===== config.mk =====
export PLATFORM = sky130hd
export DESIGN_NAME = bdlLink
export DESIGN_NICKNAME = d
export VERILOG_FILES = /design/src/rtl/bdlPkg.sv /design/src/rtl/bdlSendCtrl.sv /design/src/rtl/bdlSendPath.sv /design/src/rtl/bdlRecv.sv /design/src/rtl/bdlLink.sv
export SDC_FILE = /design/constraint.sdc
export NUM_CORES = 1
export LEC_CHECK = 0
export BUFFER_PORTS_ARGS = -buffer_cell sky130_fd_sc_hd__clkbuf_2
export CORE_MARGIN = 4
export CORE_UTILIZATION = 53
export CTS_CLUSTER_DIAMETER = 50
export DETAILED_ROUTE_END_ITERATION = 16
export PLACE_DENSITY = 0.84
export SKIP_CTS_REPAIR_TIMING = 1
export SYNTH_ARGS = -nofsm -noshare
export SYNTH_HDL_FRONTEND = slang
export SYNTH_SLANG_ARGS = --single-unit

===== constraint.sdc =====
create_clock -name clk -period 3.37 [get_ports clk]
set_input_delay 0.674 -clock clk [delete_from_list [all_inputs] [get_ports clk]]
set_output_delay 0.674 -clock clk [all_outputs]
set_load 0.005 [all_outputs]

===== src/rtl/bdlPkg.sv =====
package bdlPkg;

  typedef enum logic [1:0] {
    SND_IDLE  = 2'd0,
    SND_SETUP = 2'd1,
    SND_REQ   = 2'd2,
    SND_REL   = 2'd3
  } sendStateT;

  typedef enum logic [1:0] {
    RCV_IDLE = 2'd0,
    RCV_CAPT = 2'd1,
    RCV_ACK  = 2'd2
  } recvStateT;

  typedef struct packed {
    logic loadWord;
  } sendStrobeT;

endpackage


===== src/rtl/bdlSendCtrl.sv =====
module bdlSendCtrl
  import bdlPkg::*;
#(
  parameter int DLY_W = 4
) (
  input  logic             clk,
  input  logic             rstN,
  input  logic             inValid,
  output logic             inReady,
  input  logic [DLY_W-1:0] dlyCfg,
  input  logic             ackIn,
  output logic             reqOut,
  output sendStrobeT       strobe
);

  localparam logic [DLY_W-1:0] DLY_ONE = DLY_W'(1);

  sendStateT        state;
  logic [DLY_W-1:0] dlyCnt;
  logic             takeWord;

  assign inReady         = (state == SND_IDLE);
  assign takeWord        = inReady && inValid;
  assign strobe.loadWord = takeWord;

  always_ff @(posedge clk) begin
    if (!rstN) begin
      state  <= SND_IDLE;
      dlyCnt <= '0;
      reqOut <= 1'b0;
    end else begin
      unique case (state)
        SND_IDLE: begin
          if (takeWord) begin
            dlyCnt <= (dlyCfg == '0) ? DLY_ONE : dlyCfg;
            state  <= SND_SETUP;
          end
        end
        SND_SETUP: begin
          if (dlyCnt == DLY_ONE) begin
            reqOut <= 1'b1;
            state  <= SND_REQ;
          end else begin
            dlyCnt <= dlyCnt - DLY_ONE;
          end
        end
        SND_REQ: begin
          if (ackIn) begin
            reqOut <= 1'b0;
            state  <= SND_REL;
          end
        end
        SND_REL: begin
          if (!ackIn) state <= SND_IDLE;
        end
        default: state <= SND_IDLE;
      endcase
    end
  end

  AST_REQ_RISE_ACK_LOW: assert property (@(posedge clk) disable iff (!rstN)
    $rose(reqOut) |-> !ackIn);
  AST_REQ_FALL_AFTER_ACK: assert property (@(posedge clk) disable iff (!rstN)
    $fell(reqOut) |-> $past(ackIn));
  AST_READY_LINES_IDLE: assert property (@(posedge clk) disable iff (!rstN)
    inReady |-> (!reqOut && !ackIn));

endmodule


===== src/rtl/bdlSendPath.sv =====
module bdlSendPath
  import bdlPkg::*;
#(
  parameter int DATA_W = 16
) (
  input  logic              clk,
  input  logic              rstN,
  input  sendStrobeT        strobe,
  input  logic [DATA_W-1:0] inData,
  output logic [DATA_W-1:0] busData
);

  always_ff @(posedge clk) begin
    if (!rstN) begin
      busData <= '0;
    end else if (strobe.loadWord) begin
      busData <= inData;
    end
  end

endmodule


===== src/rtl/bdlRecv.sv =====
module bdlRecv
  import bdlPkg::*;
#(
  parameter int DATA_W = 16
) (
  input  logic              clk,
  input  logic              rstN,
  input  logic              reqIn,
  input  logic [DATA_W-1:0] busIn,
  output logic              ackOut,
  output logic              outValid,
  input  logic              outReady,
  output logic [DATA_W-1:0] outData
);

  recvStateT state;
  logic      capture;

  assign capture = (state == RCV_IDLE) && reqIn && !outValid;

  always_ff @(posedge clk) begin
    if (!rstN) begin
      state    <= RCV_IDLE;
      ackOut   <= 1'b0;
      outValid <= 1'b0;
      outData  <= '0;
    end else begin
      if (capture) begin
        outData  <= busIn;
        outValid <= 1'b1;
      end else if (outValid && outReady) begin
        outValid <= 1'b0;
      end
      unique case (state)
        RCV_IDLE: if (capture) state <= RCV_CAPT;
        RCV_CAPT: begin
          ackOut <= 1'b1;
          state  <= RCV_ACK;
        end
        RCV_ACK: begin
          if (!reqIn) begin
            ackOut <= 1'b0;
            state  <= RCV_IDLE;
          end
        end
        default: state <= RCV_IDLE;
      endcase
    end
  end

  AST_BUS_STABLE_UNDER_REQ: assert property (@(posedge clk) disable iff (!rstN)
    (reqIn && $past(reqIn)) |-> $stable(busIn));
  AST_ACK_RISE_UNDER_REQ: assert property (@(posedge clk) disable iff (!rstN)
    $rose(ackOut) |-> $past(reqIn));
  AST_ACK_FALL_AFTER_REQ: assert property (@(posedge clk) disable iff (!rstN)
    $fell(ackOut) |-> !$past(reqIn));
  AST_OUT_HOLD: assert property (@(posedge clk) disable iff (!rstN)
    (outValid && !outReady) |=> (outValid && $stable(outData)));

endmodule


===== src/rtl/bdlLink.sv =====
module bdlLink
  import bdlPkg::*;
#(
  parameter int DATA_W = 16,
  parameter int DLY_W  = 4
) (
  input  logic              clk,
  input  logic              rstN,
  input  logic              inValid,
  output logic              inReady,
  input  logic [DATA_W-1:0] inData,
  input  logic [DLY_W-1:0]  dlyCfg,
  output logic              outValid,
  input  logic              outReady,
  output logic [DATA_W-1:0] outData,
  output logic              reqLine,
  output logic              ackLine,
  output logic [DATA_W-1:0] busData
);

  sendStrobeT sendStb;

  bdlSendCtrl #(.DLY_W(DLY_W)) u_sendCtrl (
    .clk(clk), .rstN(rstN), .inValid(inValid), .inReady(inReady),
    .dlyCfg(dlyCfg), .ackIn(ackLine), .reqOut(reqLine), .strobe(sendStb)
  );

  bdlSendPath #(.DATA_W(DATA_W)) u_sendPath (
    .clk(clk), .rstN(rstN), .strobe(sendStb), .inData(inData), .busData(busData)
  );

  bdlRecv #(.DATA_W(DATA_W)) u_recv (
    .clk(clk), .rstN(rstN), .reqIn(reqLine), .busIn(busData), .ackOut(ackLine),
    .outValid(outValid), .outReady(outReady), .outData(outData)
  );

endmodule


* Word level (Yosys, flattened, before mapping)
Index checks and enable logic that the tools add are counted.
** Word-level totals
- Register bits after elaboration :: 43
- Latch bits :: 0
- Memory bits (writable) :: 0
- Bits in read-only memories :: 0
- Output and inout port bits :: 36
- Word-level logic and storage cells :: 58
- Memories kept :: 0
** Operators by class
- Add/subtract/negate cells :: 1
- Multiply operators :: 0
- Divide/modulo/power cells :: 0
- Magnitude comparators :: 0
- Eq/ne operators :: 13
- Shift operators :: 0
- Mux-type cells :: 19
- Bitwise gates (word level) :: 0
- Reductions and logical operators :: 17
** Operators with widths (count)
- 2-bit 2-to-1 mux :: 6
- 4-bit 2-to-1 mux :: 3
- 2-bit != test, second input constant :: 4
- 2-bit one-hot mux with 4 select lines :: 1
- 4-bit one-hot mux with 2 select lines :: 1
- 2-bit nonzero test :: 4
- 2-bit == test, second input constant :: 3
- 2-bit by 1-bit != test with 1-bit output, second input constant :: 3
- 2-bit one-hot mux with 3 select lines :: 1
- 3-bit AND reduction :: 2
- 1-bit 2-to-1 mux :: 5
- 2-bit by 1-bit == test with 1-bit output, second input constant :: 2
- 4-bit by 1-bit == test with 1-bit output, second input constant :: 1
- 1-bit logical AND :: 4
- 2-bit logical NOT :: 2
- 4-bit logical NOT :: 1
- 1-bit one-hot mux with 2 select lines :: 2
- 2-bit AND reduction :: 2
- 4-bit AND reduction :: 1
- 4-bit by 1-bit subtractor with 4-bit output, second input constant :: 1
- 1-bit logical NOT :: 1

* Depth between registers and ports, before layout
Gate-level depths: netlist of run 1.
- Depth in word-level cells :: 5
- Mapped depth :: 7

* Cells and area by module
Synthesis of run 1 repeated with hierarchy kept, for this count alone.
** Unflattened totals
- Cell total of the unflattened synthesis :: 197
- Area total of the unflattened synthesis :: 1970.6 sq um
** By module, submodules not included
- bdlRecv :: times used 1, cells an instance 85, area each 814.5 sq um
- bdlSendPath :: times used 1, cells an instance 51, area each 615.6 sq um
- bdlSendCtrl :: times used 1, cells an instance 61, area each 540.5 sq um

* Least setup slack after synthesis of run 1
Ideal clock, no wire load.
- Kind :: input -> register
- Start :: input rstN
- End :: register u_recv.state[0]
- Library setup time :: 0.128 ns
- Arrival :: 1.540 ns
- Data required time :: 3.242 ns
- Slack :: 1.702 ns
- Stages :: 5
- Path buffers :: 3
- Path through :: clkbuf_1 > inv_1 > clkbuf_1 > clkbuf_1 > nor2_1
** RTL lines
- from (decl) :: line bdlLink.sv:8 : input logic rstN,
- to (signal assigned) :: line bdlRecv.sv:23 : state <= RCV_IDLE;
- to (signal assigned) :: line bdlRecv.sv:35 : RCV_IDLE: if (capture) state <= RCV_CAPT;
- to (signal assigned) :: line bdlRecv.sv:38 : state <= RCV_ACK;
- to (decl) :: line bdlRecv.sv:16 : recvStateT state;
No word-level cell between the ends.

* Final worst setup path of run 1
- Start :: register u_sendCtrl.state[0]
- End :: output inReady
** On the way
- Cells in the longest elaborated chain, start to end :: 1
** RTL lines
- from (decl) :: line bdlSendCtrl.sv:18 : sendStateT state;
- from (signal assigned) :: line bdlSendCtrl.sv:28 : state <= SND_IDLE;
- from (signal assigned) :: line bdlSendCtrl.sv:36 : state <= SND_SETUP;
- from (signal assigned) :: line bdlSendCtrl.sv:42 : state <= SND_REQ;
- 2-bit logical NOT :: line bdlSendCtrl.sv:22 : assign inReady = (state == SND_IDLE);
- to (decl) :: line bdlLink.sv:10 : output logic inReady,
No other way between the ends.

==> flow_metrics.tcl, run 1 <==
set metrics [dict create \
    drive_gt1_share_pct 25.74 \
    finClkSkew_ns 0.005304 \
    slowest_delay_ns 0.41 \
    ys_seq_area_share_pct 48.66 \
    fin_ws_ns 1.421 \
    required_ns 2.70 \
    htree_num_levels 2 \
    synth_seq_cells 43 \
    max-slew-margin-rel_pct 25.26 \
    synth_cells 216 \
    fillers 283 \
    power.share.clock_pct 18.1 \
    grt_pass1_vias 1398 \
    cp_cell_sequence "inv_1 > ha_1 > clkbuf_2" \
    setup_tns_ns 0 \
    critPathLaunchType "register" \
    dp_hpwl_um 2758 \
    p_int_uw 848.6 \
    setup_viol 0 \
    overflow 0 \
    synth_area_leaders "dfxtp_1, nand2_1, a21oi_1, ha_1, inv_1" \
    dr.pass1.iters 4 \
    grt_max_degree 39 \
    io_buffers 59 \
    tritoncts "built" \
    tightest_slew_ns 1.120 \
    dpl_worst_slack_ns 1.312 \
    dieArea_um2 4326 \
    synth_warnings 0 \
    critPathTopFamily "flip-flops" \
    core_um2 3128 \
    pwr-share-seq_pct 49.2 \
    arrival_ns 1.27 \
    p_sw_uw 480.9 \
    vias_per_cell 5.117 \
    synth_top_area_share_pct 48.66 \
    cts.sinks 43 \
    diodes 0 \
    nets 301 \
    path_max_fanout 7 \
    swShare_pct 36.17 \
    crit_buf_inv 2 \
    power.leakage_nw 0.9118 \
    power.density_nw_per_um2 623.9 \
    hold_violations 0 \
    synth_nets 246 \
    syn_area_um2 1769 \
    period_share_pct 57.83 \
    drc 0 \
    grt_use_total_pct 19.31 \
    rsz0062_at_grt "no" \
    first_iter_violations 73 \
    initial_core_util_pct 56.56 \
    synth_top_area_cell "dfxtp_1" \
    wl_per_cell_um 12.37 \
    clock_latency_ns 0.34 \
    finalCriticalPeriod_ns 1.949 \
    r2r_slack_ns 1.55 \
    min_path_type "register to register" \
    path_clk_slew_ns 0.12 \
    fp.dieH_um 65.78 \
    syn_to_final_growth_pct 20.44 \
    grt_pass1_wl_um 6396 \
    clock_path_buffers 2 \
    syn_area_per_cell_um2 8.191 \
    antenna_found_initial 0 \
    slew_viol_final 0 \
    fmax_mhz 513.1 \
    rows 20 \
    power.share.combinational_pct 32.7 \
    root_buffer "clkbuf_4" \
    final_antenna_net_count 0 \
    gp_congestion 0.7927 \
    crit_path_end_kind "output port" \
    ir_worst_vdd_mv 0.3380 \
    criticalPathCategory "register to output port" \
    synth_cell_type_count 36 \
    maxCapViolations 0 \
    vias 1617 \
    status "finished clean" \
    crit_path_top_delay_cell "dfxtp_1" \
    fp.dieW_um 65.78 \
    drt_wl_total_um 3910 \
    ioPinCount 60 \
    cts_buffers 5 \
]
-- cell usage after synthesis, drive strengths merged --
cell and number:
o41ai 1, nand2b 2, or3 2, o21ai 7
or3b 1, a211oi 1, mux2 1, nor2 2
clkbuf 7, o211ai 1, a221oi 1, dfxtp 43
nor4 1, nand3b 1, o2111ai 1, nor2b 1
nor4b 1, nand2 70, buf 5, nor4bb 1
a21oi 37, a211o 1, o31a 1, and4bb 1
or4b 2, or4 1, a31oi 1, a2bb2oi 1
mux2i 3, inv 9, and2 1, o21a 1
nor3 1, ha 6
-- registers in the layout, indices dropped and copies added, names as in the netlist --
register and flops:
u_sendPath.busData 16, u_sendCtrl.state 2, u_recv.outValid 1, u_recv.ackOut 1
u_recv.outData 16, u_sendCtrl.dlyCnt 4, u_sendCtrl.reqOut 1, u_recv.state 2
-- worst min-delay path: cells and delay by family (launching register included) --
kind	cells	cell delay, ns
compound gates	1	0.05
flops	1	0.33
simple gates	1	0.05
-- power by group through the flow --
stage	Clock, mW	Combinational [mW]	Sequential [mW]
after global routing	0.269	0.498	0.670
after detailed placement	0	0.435	0.666
after floorplan	0	0.311	0.654
final	0.240	0.435	0.655
after CTS	0.246	0.438	0.654
after global placement	0	0.429	0.664
-- layout by cell type, fill, tap and decap left out, types with 2 or more instances in the layout --
master and count:
a21oi_1 37, clkbuf_2 59, clkbuf_4 5, dfxtp_1 43, ha_1 6, inv_1 9
mux2i_1 3, nand2_1 70, nand2b_1 2, nor2_1 2, o21ai_0 6, or3_1 2
or4b_1 2
-- metrics by stage --
| stage | instance area (µm²) | cells | hold WS (ns) | power (mW) | util [%] |
|---|---|---|---|---|---|
| 5_1_grt | 2131 | 316 | 0.4843 | 1.437 | 68.12 |
| 3_5_place_dp | 2077 | 308 | 0.4502 | 1.102 | 66.40 |
| 4_1_cts | 2131 | 316 | 0.4667 | 1.339 | 68.12 |
| 3_3_place_gp | 2077 | 308 | 0.4409 | 1.092 | 66.40 |
| 2_1_floorplan | 1769 | 216 | 0.4527 | 0.9654 | - |
| 6_report | 2131 | 316 | 0.4621 | 1.329 | 68.12 |
-- cell families after synthesis --
logic type                 synth area share [%]
AOI/OAI and AO/OA                         17.40
buffers and inverters                     4.738
and+or+nand+nor                           22.63
adders and majority gates                 4.243
DFF                                       48.66
muxes                                     2.334
-- worst paths after layout --
path / from / to / cells past startpoint
worst max register to register: u_sendCtrl.state[1] / u_sendCtrl.dlyCnt[0] / 5
worst max-delay path: u_sendCtrl.state[0] / inReady / 3
worst min-delay path: u_recv.outData[13] / u_recv.outData[13] / 2
worst min register to register: u_recv.outData[13] / u_recv.outData[13] / 2
-- area by class of cell --
cell class                 count  area, µm²  area share [%]
clock buffer                   6      41.29           1.938
clock inverter                 2      12.51          0.5872
inverter                       9      33.78           1.585
multi-input combinational    152      824.5           38.70
sequential                    43      860.8           40.40
tap                           44      55.05           2.584
timing repair buffer          60      302.8           14.21
-- layer usage --
| metal | GRT usage [%] | vias up | wire length (µm) |
|---|---|---|---|
| li1 | - | 837 | - |
| met1 | 24.25 | 714 | 1738 |
| met2 | 30.66 | 61 | 1768 |
| met3 | 6.973 | 5 | 354 |
| met4 | 6.218 | 0 | 49 |
| met5 | 0 | - | 0 |
No activity file was read; power rests on OpenSTA's default activity.
==> inputs of run 2 (changes only) <==
--- a/config.mk
+++ b/config.mk
@@ -7,10 +7,10 @@
 export LEC_CHECK = 0
 export BUFFER_PORTS_ARGS = -buffer_cell sky130_fd_sc_hd__clkbuf_2
 export CORE_MARGIN = 4
-export CORE_UTILIZATION = 53
+export CORE_UTILIZATION = 44
 export CTS_CLUSTER_DIAMETER = 50
 export DETAILED_ROUTE_END_ITERATION = 16
-export PLACE_DENSITY = 0.84
+export PLACE_DENSITY = 0.74
 export SKIP_CTS_REPAIR_TIMING = 1
 export SYNTH_ARGS = -nofsm -noshare
 export SYNTH_HDL_FRONTEND = slang
==> constraint.sdc (replaced) <==
create_clock -name clk -period 1.6 [get_ports clk]
set_input_delay 0.32 -clock clk [delete_from_list [all_inputs] [get_ports clk]]
set_output_delay 0.32 -clock clk [all_outputs]
set_load 0.005 [all_outputs]
==> flow_metrics.tcl, run 2 (synthesized netlist as in run 1, its figures left out) <==
set metrics [dict create \
    fp.dieH_um 71.41 \
    dp_hpwl_um 3127 \
    setup_tns_ns 0 \
    vias 1663 \
    r2r-end "u_sendCtrl.dlyCnt[0]" \
    rr_worst_depth 5 \
    required_ns 1.80 \
    maxCapViolations 0 \
    max-slew-margin-rel_pct 78.11 \
    clock_path_buffers 2 \
    layout_common_cells "nand2_1, clkbuf_2, dfxtp_1" \
    fp.dieW_um 71.41 \
    fmax_mhz 628.2 \
    period_share_pct 99.48 \
    r2r_slack_ns 0.008 \
    power.leakage_nw 0.9891 \
    path_max_fanout 5 \
    highest_layer "met4" \
    holdPathStages 3 \
    root_buffer "clkbuf_8" \
    slew_viol_final 0 \
    syn_to_final_growth_pct 30.55 \
    min_path_type "primary input to register" \
    grt_pass1_vias 1593 \
    initial_core_util_pct 46.91 \
    cts.sinks 43 \
    diodes 0 \
    path_clk_slew_ns 0.08 \
    worstHoldStart "inData[5]" \
    vias_per_cell 5.009 \
    min_to "u_sendPath.busData[5]" \
    finalCriticalPeriod_ns 1.592 \
    wl_met3_um 265 \
    tritoncts "built" \
    r2r-start "u_sendCtrl.state[1]" \
    overflow 0 \
    setup_viol 0 \
    power.density_nw_per_um2 1408 \
    tightest_slew_ns 0.3193 \
    utilization_pct 61.25 \
    drive_gt1_share_pct 33.10 \
    htree_num_levels 2 \
    drt_wl_total_um 4372 \
    finClkSkew_ns 0.007552 \
    gp_congestion 0.8920 \
    final_common_cell "nand2_1" \
    clock_latency_ns 0.29 \
    m1WireLength_um 1959 \
    dieArea_um2 5099 \
    ioPinCount 60 \
    rsz0062_at_grt "yes" \
    grt_max_degree 36 \
    core_um2 3771 \
    cts_buffers 5 \
    crit_path_end_kind "register" \
    final_antenna_net_count 0 \
    dr.pass1.iters 4 \
    grt_pass1_wl_um 7272 \
    criticalPathCategory "register to register" \
    arrival_ns 1.79 \
    holdWs_ns 0.2427 \
    drc 0 \
    nets 313 \
    wl_met2_um 2119 \
    wl_per_cell_um 13.17 \
    io_buffers 59 \
    antenna_found_initial 0 \
    ir_worst_vdd_mv 0.7569 \
    status "finished clean" \
    first_iter_violations 82 \
    largestRegisters "u_recv.outData (16), u_sendPath.busData (16), u_sendCtrl.dlyCnt (4)" \
    hold_violations 0 \
    rows 22 \
    grt_use_total_pct 17.59 \
    critPathLaunchType "register" \
]
## run 2: cell types whose count changed in the layout (fill, tap and decap cells not counted), moves of 2 or more
cell      change
dfxtp_1       -4
clkbuf_4      -5
ha_4          +2
buf_4        +12
inv_2         +2
dfxtp_2       +2
inv_1         -2
dfxtp_4       +2
clkbuf_8      +5
ha_1          -3
## run 2: metrics by stage
stage	std cells	setup WS, ns	power (mW)	area, µm²
detailed placement	321	-0.03998	2.472	2151
finish	332	0.008248	3.253	2310
CTS	329	-0.07026	3.130	2236
global placement	321	-0.02271	2.437	2151
global route	332	-0.03629	3.467	2310
floorplan	216	0.005790	2.054	1777
## run 2: worst max-delay path by stage
stage	from	end	slack (ns)	depth (start not counted)
2_1_floorplan	u_sendCtrl.state[0]	u_sendCtrl.dlyCnt[1]	0.006	5
3_3_place_gp	u_sendCtrl.state[1]	u_sendCtrl.dlyCnt[0]	-0.02	5
3_5_place_dp	u_sendCtrl.state[1]	u_sendCtrl.dlyCnt[0]	-0.04	5
4_1_cts	u_sendCtrl.state[1]	u_sendCtrl.dlyCnt[0]	-0.07	5
5_1_grt	u_sendCtrl.state[1]	u_sendCtrl.dlyCnt[0]	-0.04	5
6_report	u_sendCtrl.state[1]	u_sendCtrl.dlyCnt[0]	0.008	5
## run 2: layout make-up
cell class / instances / area (µm²)
Fill cell: 364 / 1461
Sequential cell: 43 / 870.8
Multi-Input combinational cell: 152 / 867.1
Timing Repair Buffer: 72 / 392.9
Clock buffer: 6 / 72.57
Tap cell: 48 / 60.06
Inverter: 9 / 33.78
Clock inverter: 2 / 12.51
## run 2: power breakdown
group / switching, mW / internal, mW
Clock: 0.353 / 0.305
Combinational: 0.622 / 0.574
Sequential: 0.156 / 1.24
Total: 1.13 / 2.12
## run 2: worst max-delay path, stage by stage (launching register included)
cell and delay, ns:
dfxtp_2 0.34, inv_2 0.05, ha_4 0.17, and4bb_2 0.25, or4_1 0.52, a31oi_1 0.18
## run 2: per-layer routing
metal / vias up / global-route usage (%)
li1: 858 / -
met1: 762 / 22.47
met2: 41 / 27.96
met3: 2 / 6.872
met4: 0 / 4.175
met5: - / 0
==> inputs of run 3 (changes only) <==
--- a/config.mk
+++ b/config.mk
@@ -10,6 +10,7 @@
 export CORE_UTILIZATION = 44
 export CTS_CLUSTER_DIAMETER = 50
 export DETAILED_ROUTE_END_ITERATION = 16
+export MAX_ROUTING_LAYER = met4
 export PLACE_DENSITY = 0.74
 export SKIP_CTS_REPAIR_TIMING = 1
 export SYNTH_ARGS = -nofsm -noshare
==> flow_metrics.tcl, run 3 (synthesized netlist as in run 1, its figures left out) <==
set metrics [dict create \
    status "finished clean" \
    syn_to_final_growth_pct 30.55 \
    rows 22 \
    crit_path_end_kind "register" \
    required_ns 1.80 \
    setup_viol 0 \
    arrival_ns 1.80 \
    holdWs_ns 0.2441 \
    drt_wl_total_um 4352 \
    drive_gt1_share_pct 33.10 \
    vias_per_cell 4.985 \
    clock_path_buffers 2 \
    rsz0062_at_grt "yes" \
    initial_core_util_pct 46.91 \
    max-slew-margin-rel_pct 78.11 \
    setup_tns_ns 0 \
    fin_ws_ns 0.002860 \
    io_buffers 59 \
    finalNonFillerCells 332 \
    hold_violations 0 \
    fmax_mhz 626.1 \
    regArea_um2 870.8 \
    p_int_mw 2.122 \
    cts_buffers 5 \
    finalCriticalPeriod_ns 1.597 \
    layout_common_cells "nand2_1, clkbuf_2, dfxtp_1" \
    grt_use_total_pct 18.17 \
    finClkSkew_ns 0.006310 \
    grt_pass1_vias 1597 \
    fillers 364 \
    dp_hpwl_um 3127 \
    power.share.combinational_pct 36.8 \
    p_sw_mw 1.130 \
    power.density_nw_per_um2 1408 \
    grt_max_degree 36 \
    multi_input_area_um2 867.1 \
    power.leakage_nw 0.9891 \
    nets 313 \
    dr.pass1.iters 4 \
    clock_latency_ns 0.29 \
    dp_cells 321 \
    tritoncts "built" \
    power_mw 3.252 \
    dpl_worst_slack_ns -0.03998 \
    final_common_cell "nand2_1" \
    gp_congestion 0.9071 \
    largestRegisters "u_recv.outData (16), u_sendPath.busData (16), u_sendCtrl.dlyCnt (4)" \
    path_max_fanout 5 \
    vias 1655 \
    drc 0 \
    cts.sinks 43 \
    htree_num_levels 2 \
    tightest_slew_ns 0.3193 \
    dieArea_um2 5099 \
    min_path_type "primary input to register" \
    maxCapViolations 0 \
    ioPinCount 60 \
    swShare_pct 34.74 \
    diodes 0 \
    grt_pass1_wl_um 7293 \
    pwr-share-seq_pct 43.0 \
    first_iter_violations 83 \
    critPathLaunchType "register" \
    final_antenna_net_count 0 \
    fp.dieW_um 71.41 \
    slew_viol_final 0 \
    criticalPathCategory "register to register" \
    antenna_found_initial 0 \
    core_um2 3771 \
    power.share.clock_pct 20.2 \
    overflow 0 \
    fp.dieH_um 71.41 \
    path_clk_slew_ns 0.08 \
    period_share_pct 99.82 \
    wl_per_cell_um 13.11 \
    root_buffer "clkbuf_8" \
    ir_worst_vdd_mv 0.7556 \
]
## run 3: per-layer routing
metal / global-route usage [%] / part of all wire (%)
met5: - / 0
met4: 4.175 / 0.62
met3: 5.470 / 5.0
met2: 27.86 / 49
met1: 23.60 / 46
## run 3: stage by stage
| stage | cell area, µm² | util [%] |
|---|---|---|
| finish | 2310 | 61.25 |
| global route | 2310 | 61.25 |
| CTS | 2236 | 59.29 |
| detailed placement | 2151 | 57.03 |
| global placement | 2151 | 57.03 |
| floorplan | 1777 | - |
## run 3: critical path: stages, from the launching register on
cell and delay [ns]:
dfxtp_2 0.34, inv_2 0.05, ha_4 0.17, and4bb_2 0.25, or4_1 0.52, a31oi_1 0.18
## run 3: power groups by stage
stage / clock (mW) / combinational [mW] / sequential, mW
2_1_floorplan: 0 / 0.673 / 1.38
3_3_place_gp: 0 / 1.05 / 1.39
3_5_place_dp: 0 / 1.07 / 1.40
4_1_cts: 0.674 / 1.08 / 1.37
5_1_grt: 0.722 / 1.32 / 1.42
6_report: 0.658 / 1.20 / 1.40
## run 3: worst paths after layout
| check | start | to | slack, ns | cells after the start |
|---|---|---|---|---|
| min | inData[5] | u_sendPath.busData[5] | 0.24 | 3 |
| max reg2reg | u_sendCtrl.state[1] | u_sendCtrl.dlyCnt[0] | 0.003 | 5 |
| max | u_sendCtrl.state[1] | u_sendCtrl.dlyCnt[0] | 0.003 | 5 |
| min reg2reg | u_recv.outData[14] | u_recv.outData[14] | 0.46 | 2 |
## run 3: final cells by class
| class | instances | share of cell area, % |
|---|---|---|
| sequential | 43 | 37.70 |
| multi-input combinational | 152 | 37.54 |
| timing repair buffer | 72 | 17.01 |
| clock buffer | 6 | 3.142 |
| tap | 48 | 2.600 |
| inverter | 9 | 1.463 |
| clock inverter | 2 | 0.5417 |
